### config.mk
export PLATFORM = sky130hd
export DESIGN_NAME = capacity_bar_driver
export DESIGN_NICKNAME = d
export VERILOG_FILES = /design/src/rtl/capacity_bar_pkg.sv /design/src/rtl/capacity_bar_ctrl.sv /design/src/rtl/capacity_bar_dp.sv /design/src/rtl/capacity_bar_driver.sv
export SDC_FILE = /design/constraint.sdc
export NUM_CORES = 1
export LEC_CHECK = 0
export ABC_AREA = 1
export CORE_MARGIN = 2
export CORE_UTILIZATION = 47
export DETAILED_ROUTE_END_ITERATION = 6
export DONT_BUFFER_PORTS = 1
export SYNTH_ARGS = -nofsm -noshare
export SYNTH_HDL_FRONTEND = slang
export SYNTH_HIERARCHICAL = 1
export SYNTH_SLANG_ARGS = --single-unit
### constraint.sdc
create_clock -name clk -period 7.1 [get_ports clk]
set_clock_uncertainty 0.1 [all_clocks]
set_input_delay 1.065 -clock clk [delete_from_list [all_inputs] [get_ports clk]]
set_output_delay 1.065 -clock clk [all_outputs]
set_load 0.005 [all_outputs]
### src/rtl/capacity_bar_pkg.sv
package capacity_bar_pkg;

  // Display enable selection carried on the two-bit mode input.
  typedef enum logic [1:0] {
    MODE_BUTTON  = 2'b00,
    MODE_CHARGE  = 2'b01,
    MODE_OFF     = 2'b10,
    MODE_OFF_ALT = 2'b11
  } dispMode_t;

  // Strobes handed from the timing control to the segment datapath.
  typedef struct packed {
    logic bankA;     // odd-numbered segments may be driven now
    logic bankB;     // even-numbered segments may be driven now
    logic blinkLit;  // lit half of the low-battery blink
    logic show;      // display enabled by mode and alarm state
  } barStrobe_t;

endpackage

### src/rtl/capacity_bar_ctrl.sv
module capacity_bar_ctrl
  import capacity_bar_pkg::*;
#(
  parameter int TICKS_PER_SEC = 1000,
  parameter int MUX_HZ        = 100,
  parameter int DUTY_PCT      = 30,
  parameter int BLINK_HZ      = 4,
  parameter int WINDOW_SEC    = 4
) (
  input  logic       clk,
  input  logic       rstN,
  input  logic       tick,
  input  logic [1:0] modeSel,
  input  logic       chargeActive,
  input  logic       edvEmpty,
  output barStrobe_t strobe
);

  localparam int MUX_TICKS  = TICKS_PER_SEC / MUX_HZ;
  localparam int SLOT_TICKS = MUX_TICKS / 2;
  localparam int ON_TICKS   = (MUX_TICKS * DUTY_PCT) / 100;
  localparam int BLINK_HALF = TICKS_PER_SEC / (2 * BLINK_HZ);
  localparam int WIN_TICKS  = WINDOW_SEC * TICKS_PER_SEC;
  localparam int PH_W       = $clog2(MUX_TICKS);
  localparam int BL_W       = $clog2(BLINK_HALF);
  localparam int WIN_W      = $clog2(WIN_TICKS + 1);

  localparam logic [PH_W-1:0]  PH_LAST   = PH_W'(MUX_TICKS - 1);
  localparam logic [PH_W-1:0]  PH_A_END  = PH_W'(ON_TICKS);
  localparam logic [PH_W-1:0]  PH_B_BEG  = PH_W'(SLOT_TICKS);
  localparam logic [PH_W-1:0]  PH_B_END  = PH_W'(SLOT_TICKS + ON_TICKS);
  localparam logic [BL_W-1:0]  BL_LAST   = BL_W'(BLINK_HALF - 1);
  localparam logic [WIN_W-1:0] WIN_LOAD  = WIN_W'(WIN_TICKS);

  logic [PH_W-1:0]  muxPhase;
  logic [BL_W-1:0]  blinkCnt;
  logic             blinkDark;
  logic [WIN_W-1:0] winLeft;
  logic             btnSeen;

  logic modeOff, modeBtn, modeChg, btnStart, winRunning;

  assign modeOff    = modeSel[1];
  assign modeBtn    = (modeSel == MODE_BUTTON);
  assign modeChg    = (modeSel == MODE_CHARGE);
  assign btnStart   = modeBtn && !btnSeen;
  assign winRunning = (winLeft != '0);

  // Multiplex period phase.
  always_ff @(posedge clk) begin
    if (!rstN) begin
      muxPhase <= '0;
    end else if (tick) begin
      muxPhase <= (muxPhase == PH_LAST) ? '0 : muxPhase + 1'b1;
    end
  end

  // Low-battery blink half-period counter.
  always_ff @(posedge clk) begin
    if (!rstN) begin
      blinkCnt  <= '0;
      blinkDark <= 1'b0;
    end else if (tick) begin
      if (blinkCnt == BL_LAST) begin
        blinkCnt  <= '0;
        blinkDark <= !blinkDark;
      end else begin
        blinkCnt <= blinkCnt + 1'b1;
      end
    end
  end

  // Button window: armed on entry into the button code, reloaded on re-entry.
  always_ff @(posedge clk) begin
    if (!rstN) begin
      btnSeen <= 1'b0;
      winLeft <= '0;
    end else begin
      btnSeen <= modeBtn;
      if (modeOff) begin
        winLeft <= '0;
      end else if (btnStart) begin
        winLeft <= WIN_LOAD;
      end else if (tick && winRunning) begin
        winLeft <= winLeft - 1'b1;
      end
    end
  end

  always_comb begin
    strobe.bankA    = (muxPhase < PH_A_END);
    strobe.bankB    = (muxPhase >= PH_B_BEG) && (muxPhase < PH_B_END);
    strobe.blinkLit = !blinkDark;
    strobe.show     = !modeOff && !edvEmpty &&
                      ((modeChg && chargeActive) || winRunning);
  end

endmodule

### src/rtl/capacity_bar_dp.sv
module capacity_bar_dp
  import capacity_bar_pkg::*;
#(
  parameter int CNT_W   = 16,
  parameter int NUM_SEG = 5
) (
  input  logic               clk,
  input  logic               rstN,
  input  logic [CNT_W-1:0]   availCount,
  input  logic [CNT_W-1:0]   fullRef,
  input  logic               edvWarn,
  input  barStrobe_t         strobe,
  output logic [NUM_SEG-1:0] segEn,
  output logic               comEn
);

  localparam int PROD_W = CNT_W + $clog2(NUM_SEG + 1);

  logic [PROD_W-1:0]  scaledAvail;
  logic [NUM_SEG-1:0] fillBar;
  logic [NUM_SEG-1:0] laneOn;
  logic [NUM_SEG-1:0] segNext;
  logic               comNext;

  assign scaledAvail = PROD_W'(availCount) * PROD_W'(NUM_SEG);

  // Segment k+1 is lit when NUM_SEG*avail exceeds k*ref: a ceiling without a divider.
  for (genvar k = 0; k < NUM_SEG; k++) begin : g_seg
    if (k == 0) begin : g_first
      assign fillBar[k] = edvWarn ? strobe.blinkLit : (availCount != '0);
    end else begin : g_upper
      logic [PROD_W-1:0] refStep;
      assign refStep    = PROD_W'(fullRef) * PROD_W'(k);
      assign fillBar[k] = (scaledAvail > refStep);
    end
    if ((k % 2) == 0) begin : g_bankA
      assign laneOn[k] = strobe.bankA;
    end else begin : g_bankB
      assign laneOn[k] = strobe.bankB;
    end
  end

  assign segNext = strobe.show ? (fillBar & laneOn) : '0;
  assign comNext = strobe.show && (strobe.bankA || strobe.bankB);

  always_ff @(posedge clk) begin
    if (!rstN) begin
      segEn <= '0;
      comEn <= 1'b0;
    end else begin
      segEn <= segNext;
      comEn <= comNext;
    end
  end

endmodule

### src/rtl/capacity_bar_driver.sv
module capacity_bar_driver
  import capacity_bar_pkg::*;
#(
  parameter int CNT_W         = 16,
  parameter int NUM_SEG       = 5,
  parameter int TICKS_PER_SEC = 1000,
  parameter int MUX_HZ        = 100,
  parameter int DUTY_PCT      = 30,
  parameter int BLINK_HZ      = 4,
  parameter int WINDOW_SEC    = 4
) (
  input  logic               clk,
  input  logic               rstN,
  input  logic               tick,
  input  logic [CNT_W-1:0]   availCount,
  input  logic [CNT_W-1:0]   fullRef,
  input  logic               chargeActive,
  input  logic               edvWarn,
  input  logic               edvEmpty,
  input  logic [1:0]         modeSel,
  output logic [NUM_SEG-1:0] segEn,
  output logic               comEn
);

  barStrobe_t strobe;

  capacity_bar_ctrl #(
    .TICKS_PER_SEC (TICKS_PER_SEC),
    .MUX_HZ        (MUX_HZ),
    .DUTY_PCT      (DUTY_PCT),
    .BLINK_HZ      (BLINK_HZ),
    .WINDOW_SEC    (WINDOW_SEC)
  ) u_ctrl (
    .clk          (clk),
    .rstN         (rstN),
    .tick         (tick),
    .modeSel      (modeSel),
    .chargeActive (chargeActive),
    .edvEmpty     (edvEmpty),
    .strobe       (strobe)
  );

  capacity_bar_dp #(
    .CNT_W   (CNT_W),
    .NUM_SEG (NUM_SEG)
  ) u_dp (
    .clk        (clk),
    .rstN       (rstN),
    .availCount (availCount),
    .fullRef    (fullRef),
    .edvWarn    (edvWarn),
    .strobe     (strobe),
    .segEn      (segEn),
    .comEn      (comEn)
  );

endmodule

==> metrics.yaml, run 1 <==
outcome:
  status: "complete, no violations"
layout:
  syn2layout_area_growth_pct: 4.78
  final_common_cell: "nand2_1"
  drive_gt1_share_pct: 6.60
  most-common-layout-cells: "nand2_1, ha_1, inv_1, nor2_1, a21oi_1"
  n_antenna_cell: 0
  fin_area_um2: 5080
  final_nets: 867
setup_path:
  cp.required_ns: 7.17
  crit_fanout: 4
  reg2reg_slack_ns: 5.17
  worstSetupPathType: "primary input to flop"
  end_kind: "flop"
  r2r_cells: 12
  start_kind: "primary input"
  r2r-end: "u_dp/segEn[0]"
  cp-startpoint: "availCount[1]"
  crit_arrival_ns: 4.02
  reg2reg_from: "u_ctrl/winLeft[0]"
yosys:
  synthDistinctLibCells: 45
  synth_fp_nets: 863
  ys_seq_area_share_pct: 12.8
  syn_inst: 707
  yosysWarningCount: 6
  synth_seq_cells: 31
  synth_edf_count: 0
  async_reset_ff_share_pct: 0
  syn_area_per_cell_um2: 6.85
  synthFlopType: "dfxtp_1"
  syn-cell-area_um2: 4840
clocking:
  cts_tree: "built"
  cts-hold-fix-buffers: 0
  postCtsSetupBuffers: 0
  numCtsBuffers: 5
  cts.sinks: 31
  cts_resized: 0
  root_buffer: "clkbuf_8"
  clk_pin_slew_ns: 0.07
  cts_buffer_depth: 2
  clk_latency_ns: 0.28
  cts_max_level: 2
placed_design:
  placed_area_um2: 4990
  port_buffers: 0
  dpl.hpwl_um: 9770
  gp_congestion: 0.873
global_route:
  grt_max_degree: 13
  globalRouteOverflowTotal: 0
  antenna_found_initial: 0
  grt_pass1_wl_um: 19000
  grt.total_usage_pct: 20.6
  grt_pass1_vias: 4249
detailed_routing:
  first_pass_iters: 5
  via_per_inst: 5.27
  drt_drc_violations_left: 0
  drt_iter0_drc: 198
  wl_per_cell_um: 13.3
  routed_wl_um: 11300
  vias: 4467
  antenna_left: 0
floorplan:
  die_h_um: 106
  std_cell_rows: 37
  die_w_um: 106
  ios: 46
  start_util_pct: 47.6
  core_um2: 10200
  die_area_um2: 11100
pwr:
  pwr_density_cell_nw_per_um2: 178
  leakage_nw: 2.66
  max-vdd-ir-drop_v: 0.0000687
hold_path:
  min_from: "u_ctrl/winLeft[0]"
  hold_path_class: "flop to flop"
  holdPathStages: 2
  hold_end: "u_ctrl/winLeft[0]"
timing:
  slew_violations: 0
  finalCritPeriodShare_pct: 55.6
  fin_tns_setup_ns: 0
  relSlewSlack_pct: 64.6
  finalHoldViolations: 0
  rsz0062_at_grt: "false"
  final.min_clock_period_ns: 3.95
  timing.fmax_mhz: 253
  tightest_slew_ns: 0.528
  setup-violations-final: 0
job:
  max-cap-violations: 0
[flip-flops by register name, indices dropped and copies added (netlist names)]
name and flops:
u_ctrl/blinkCnt 7, u_ctrl/blinkDark 1, u_ctrl/btnSeen 1, u_ctrl/muxPhase 4
u_ctrl/winLeft 12, u_dp/comEn 1, u_dp/segEn 5
[area by class of cell]
type | instances | area, um2
fillers | 1045 | 5110
multi-input cells | 580 | 3850
flip-flops and latches | 31 | 621
inverters | 93 | 349
well taps | 136 | 170
clock buffers | 6 | 72.6
clock inverters | 2 | 12.5
[critical path, cell delays in order]
cell,delay [ns]
ha_1,0.26
ha_1,0.15
inv_1,0.05
fa_1,0.42
inv_1,0.07
nand2_1,0.06
nand2_2,0.11
nand2_2,0.06
nand2_2,0.08
a21boi_2,0.07
o21ai_2,0.13
xor2_1,0.44
ha_1,0.20
nand2_1,0.10
nor3b_1,0.26
nand4_1,0.18
nor3b_1,0.25
nor2_1,0.07
[logic make-up after synthesis]
| group | Yosys count | share of synthesized area (%) |
|---|---|---|
| buffers and inverters | 96 | 7.70 |
| and+or+nand+nor | 327 | 30.7 |
| adders and majority gates | 116 | 30.3 |
| AOI/OAI and AO/OA | 106 | 12.9 |
| DFF | 31 | 12.8 |
| xor gates and xnor gates | 31 | 5.60 |
[power breakdown]
group	leakage, nW	internal, W	switching (W)
Sequential	0.252	0.000184	0.00000931
Combinational	2.37	0.000222	0.000352
Clock	0.0412	0.0000684	0.0000668
[metal layers]
layer  up-vias  global-route usage (%)  routed length, um
met5         -                       0                  0
met4         0                    2.63                 57
met3         7                    2.29                426
met2        65                    34.0               5040
met1      2007                    29.5               5790
li1       2388                       -                  -
[synthesized netlist by cell type (3+ instances only)]
library cell	n	area share, %
nor2_4	4	0.93
o21ai_1	3	0.31
a21o_1	6	0.93
nor3_1	11	1.1
nand3b_1	3	0.46
inv_1	90	7.0
nor4_1	5	0.65
ha_1	114	29
a21oi_2	5	0.90
nor2_2	7	0.90
a211oi_1	3	0.46
o21ai_0	17	1.8
nand3_1	46	4.8
a21oi_1	55	5.7
dfxtp_1	31	13
nor2_1	60	4.6
nand3_2	4	0.83
nand2_1	160	12
nor3b_1	3	0.46
xor2_1	17	3.1
o21a_1	3	0.46
xnor2_1	14	2.5
inv_2	3	0.23
nand4_1	9	1.2
nand2_2	9	1.2
[how the worst max path moves through the flow]
stage / slack [ns] / cells after the start / endpoint
after floorplan: 3.40 / 22 / u_dp/segEn[4]
after global placement: 2.93 / 18 / u_dp/segEn[4]
after detailed placement: 2.92 / 18 / u_dp/segEn[4]
after CTS: 3.18 / 18 / u_dp/segEn[4]
after global routing: 2.90 / 18 / u_dp/segEn[4]
final: 3.15 / 18 / u_dp/segEn[4]
[through the flow]
stage | power [W] | util (%) | setup WS (ns) | instances | hold slack [ns]
5_1_grt | 0.00101 | 49.8 | 2.90 | 848 | 0.388
2_1_floorplan | 0.000651 | - | 3.40 | 707 | 0.344
3_5_place_dp | 0.000766 | 49.0 | 2.92 | 840 | 0.358
6_report | 0.000902 | 49.8 | 3.15 | 848 | 0.374
3_3_place_gp | 0.000744 | 49.0 | 2.93 | 840 | 0.355
4_1_cts | 0.000906 | 49.8 | 3.18 | 848 | 0.368
Power figures use the tool's default switching activity.
==> run 2: changes to the inputs <==
Settings changed: ABC_AREA 1 to 0.
Clock period 7.1 ns to 3.8 ns, I/O delays scaled along.
==> metrics.yaml, run 2 <==
outcome:
  status: "complete, no violations"
global_route:
  grt_max_degree: 19
  antenna_found_initial: 0
  grt.total_usage_pct: 21.8
  globalRouteOverflowTotal: 0
  grt_pass1_vias: 4179
  grt_pass1_wl_um: 18400
hold_path:
  hold_end: "u_ctrl/btnSeen"
  hold_path_class: "primary input to flop"
  min_from: "modeSel[0]"
  holdPathStages: 1
detailed_routing:
  antenna_left: 0
  routed_wl_um: 11100
  drt_iter0_drc: 135
  via_per_inst: 5.88
  drt_drc_violations_left: 0
  first_pass_iters: 4
  vias: 4256
  wl_per_cell_um: 15.3
yosys:
  synthFlopType: "dfxtp_1"
  synth_edf_count: 0
  synth_seq_cells: 31
  synth_area_leaders: "ha_1, dfxtp_1, a21oi_1, o21ai_0, xnor2_1"
  syn_area_per_cell_um2: 8.16
  async_reset_ff_share_pct: 0
  synth_fp_nets: 704
  yosysWarningCount: 6
  yosysTopAreaCell: "ha_1"
  syn-cell-area_um2: 4470
  syn_inst: 548
  yosysMostFrequentCell: "ha_1"
  synth_top_cells_by_count: "ha_1, a21oi_1, o21ai_0, inv_1, nor2_1"
  ys_seq_area_share_pct: 13.9
  synth_top_area_share_pct: 31.9
  synthDistinctLibCells: 54
clocking:
  clk_latency_ns: 0.28
  root_buffer: "clkbuf_8"
  cts.sinks: 31
  cts_tree: "built"
  numCtsBuffers: 5
  cts-hold-fix-buffers: 0
  cts_max_level: 2
  clk_pin_slew_ns: 0.07
  cts_buffer_depth: 2
setup_path:
  reg2reg_from: "u_ctrl/winLeft[0]"
  r2r-end: "u_dp/segEn[1]"
  path_buf_inv: 2
  crit_top_cell: "ha_1"
  worst_path_largest_cell_delay_ns: 0.41
  reg2reg_slack_ns: 1.69
  crit_arrival_ns: 3.83
  cp_slowest_cell: "a2111o_1"
  worstSetupPathType: "primary input to flop"
  end_kind: "flop"
  cp.required_ns: 3.92
  critical_path.top_delay_family: "compound AO/OA/AOI/OAI gates"
  path_cells: "ha_1 -> ha_1 -> a2111o_1 -> o2111a_2 -> a221oi_4 -> buf_6 -> buf_4 -> xnor2_2 -> ha_1 -> nand4_1 -> nor3_2 -> o21ai_0 -> a21oi_1 -> a211oi_1 -> a211o_1 -> o21ai_1"
  start_kind: "primary input"
  r2r_cells: 9
  crit_fanout: 4
floorplan:
  ios: 46
  start_util_pct: 48.4
  die_area_um2: 10300
  core_um2: 9240
  std_cell_rows: 35
  die_w_um: 102
  die_h_um: 102
layout:
  final_nets: 750
  syn2layout_area_growth_pct: 14.1
  n_antenna_cell: 0
  fillCellCount: 824
  largest_reg_flops: 12
  most-common-layout-cells: "ha_1, a21oi_1, buf_4, inv_1"
  top_register: "u_ctrl/winLeft"
  reg_top3: "u_ctrl/winLeft x12, u_ctrl/blinkCnt x7, u_dp/segEn x5"
  drive_gt1_share_pct: 13.1
  final_common_cell: "ha_1"
pwr:
  leakage_nw: 2.34
  max-vdd-ir-drop_v: 0.000183
  pwr_density_cell_nw_per_um2: 317
timing:
  rsz0062_at_grt: "true"
  setup-violations-final: 0
  final.min_clock_period_ns: 3.71
  slew_violations: 0
  fin_tns_setup_ns: 0
  relSlewSlack_pct: 52.8
  finalCritPeriodShare_pct: 97.6
  finalHoldViolations: 0
  timing.fmax_mhz: 270
  tightest_slew_ns: 0.701
  worst_slack_ns: 0.0922
placed_design:
  port_buffers: 0
  dpl.hpwl_um: 9450
  post-place-ws_ns: -0.374
  gp_congestion: 0.835
job:
  max-cap-violations: 0
## run 2: kinds of logic after synthesis
kind of cell,count (synthesis),share of synthesized area (%)
DFF,31,13.9
muxes,2,0.448
and+or+nand+nor,165,20.0
adders and majority gates,116,32.8
AOI/OAI and AO/OA,165,23.6
xor gates and xnor gates,30,5.88
buffers and inverters,39,3.30
## run 2: how the worst max path moves through the flow
stage | cells past startpoint | endpoint | startpoint
after floorplan | 16 | u_dp/segEn[1] | availCount[7]
after global placement | 19 | u_dp/segEn[1] | availCount[1]
after detailed placement | 19 | u_dp/segEn[1] | availCount[1]
after CTS | 19 | u_dp/segEn[1] | availCount[1]
after global routing | 17 | u_dp/segEn[1] | availCount[1]
final | 16 | u_dp/segEn[1] | availCount[7]
## run 2: stage by stage
stage          power [W]  instances  utilization [%]  cell area, um2  hold WS [ns]
2_1_floorplan    0.00104        548                -            4470         0.358
3_5_place_dp     0.00132        712             53.2            4910         0.381
5_1_grt          0.00179        724             55.2            5100         0.235
4_1_cts          0.00158        720             54.2            5010         0.242
6_report         0.00162        724             55.2            5100         0.253
3_3_place_gp     0.00129        712             53.2            4910         0.368
## run 2: final cells by class
type	instances	area (um2)	area share, %
inverters	35	131	2.58
well taps	129	161	3.17
repair buffers	43	327	6.40
multi-input cells	478	3770	74.0
clock buffers	5	68.8	1.35
clock inverters	3	15.0	0.294
flip-flops and latches	31	621	12.2
## run 2: worst register-to-register path: stages (launching register included)
cell	delay (ns)
dfxtp_1	0.34
inv_1	0.08
ha_1	0.23
nor2b_1	0.16
nand4_1	0.21
a21oi_1	0.07
nor3_1	0.29
nand3_1	0.22
a211o_1	0.28
o21ai_1	0.06
## run 2: repair_timing
| item | CTS | global route |
|---|---|---|
| pin swaps | 1 | 13 |
| gates cloned | 0 | 0 |
| gates resized for setup | 3 | 16 |
| buffers inserted | 0 | 4 |
| endpoints found under the setup margin | 1 | 4 |
## run 2: per-layer routing
metal	track usage, %	vias up	wire length, um
met5	0	-	0
met4	7.69	0	332
met3	2.55	25	415
met2	34.7	90	4800
li1	-	2179	-
met1	30.3	1962	5510
## run 2: where the power goes
| part | internal (W) | total (W) | switching, W |
|---|---|---|---|
| combinational | 0.000473 | 0.00102 | 0.000543 |
| clock | 0.000125 | 0.000245 | 0.000120 |
| sequential | 0.000339 | 0.000354 | 0.0000150 |
| total | 0.000937 | 0.00162 | 0.000678 |
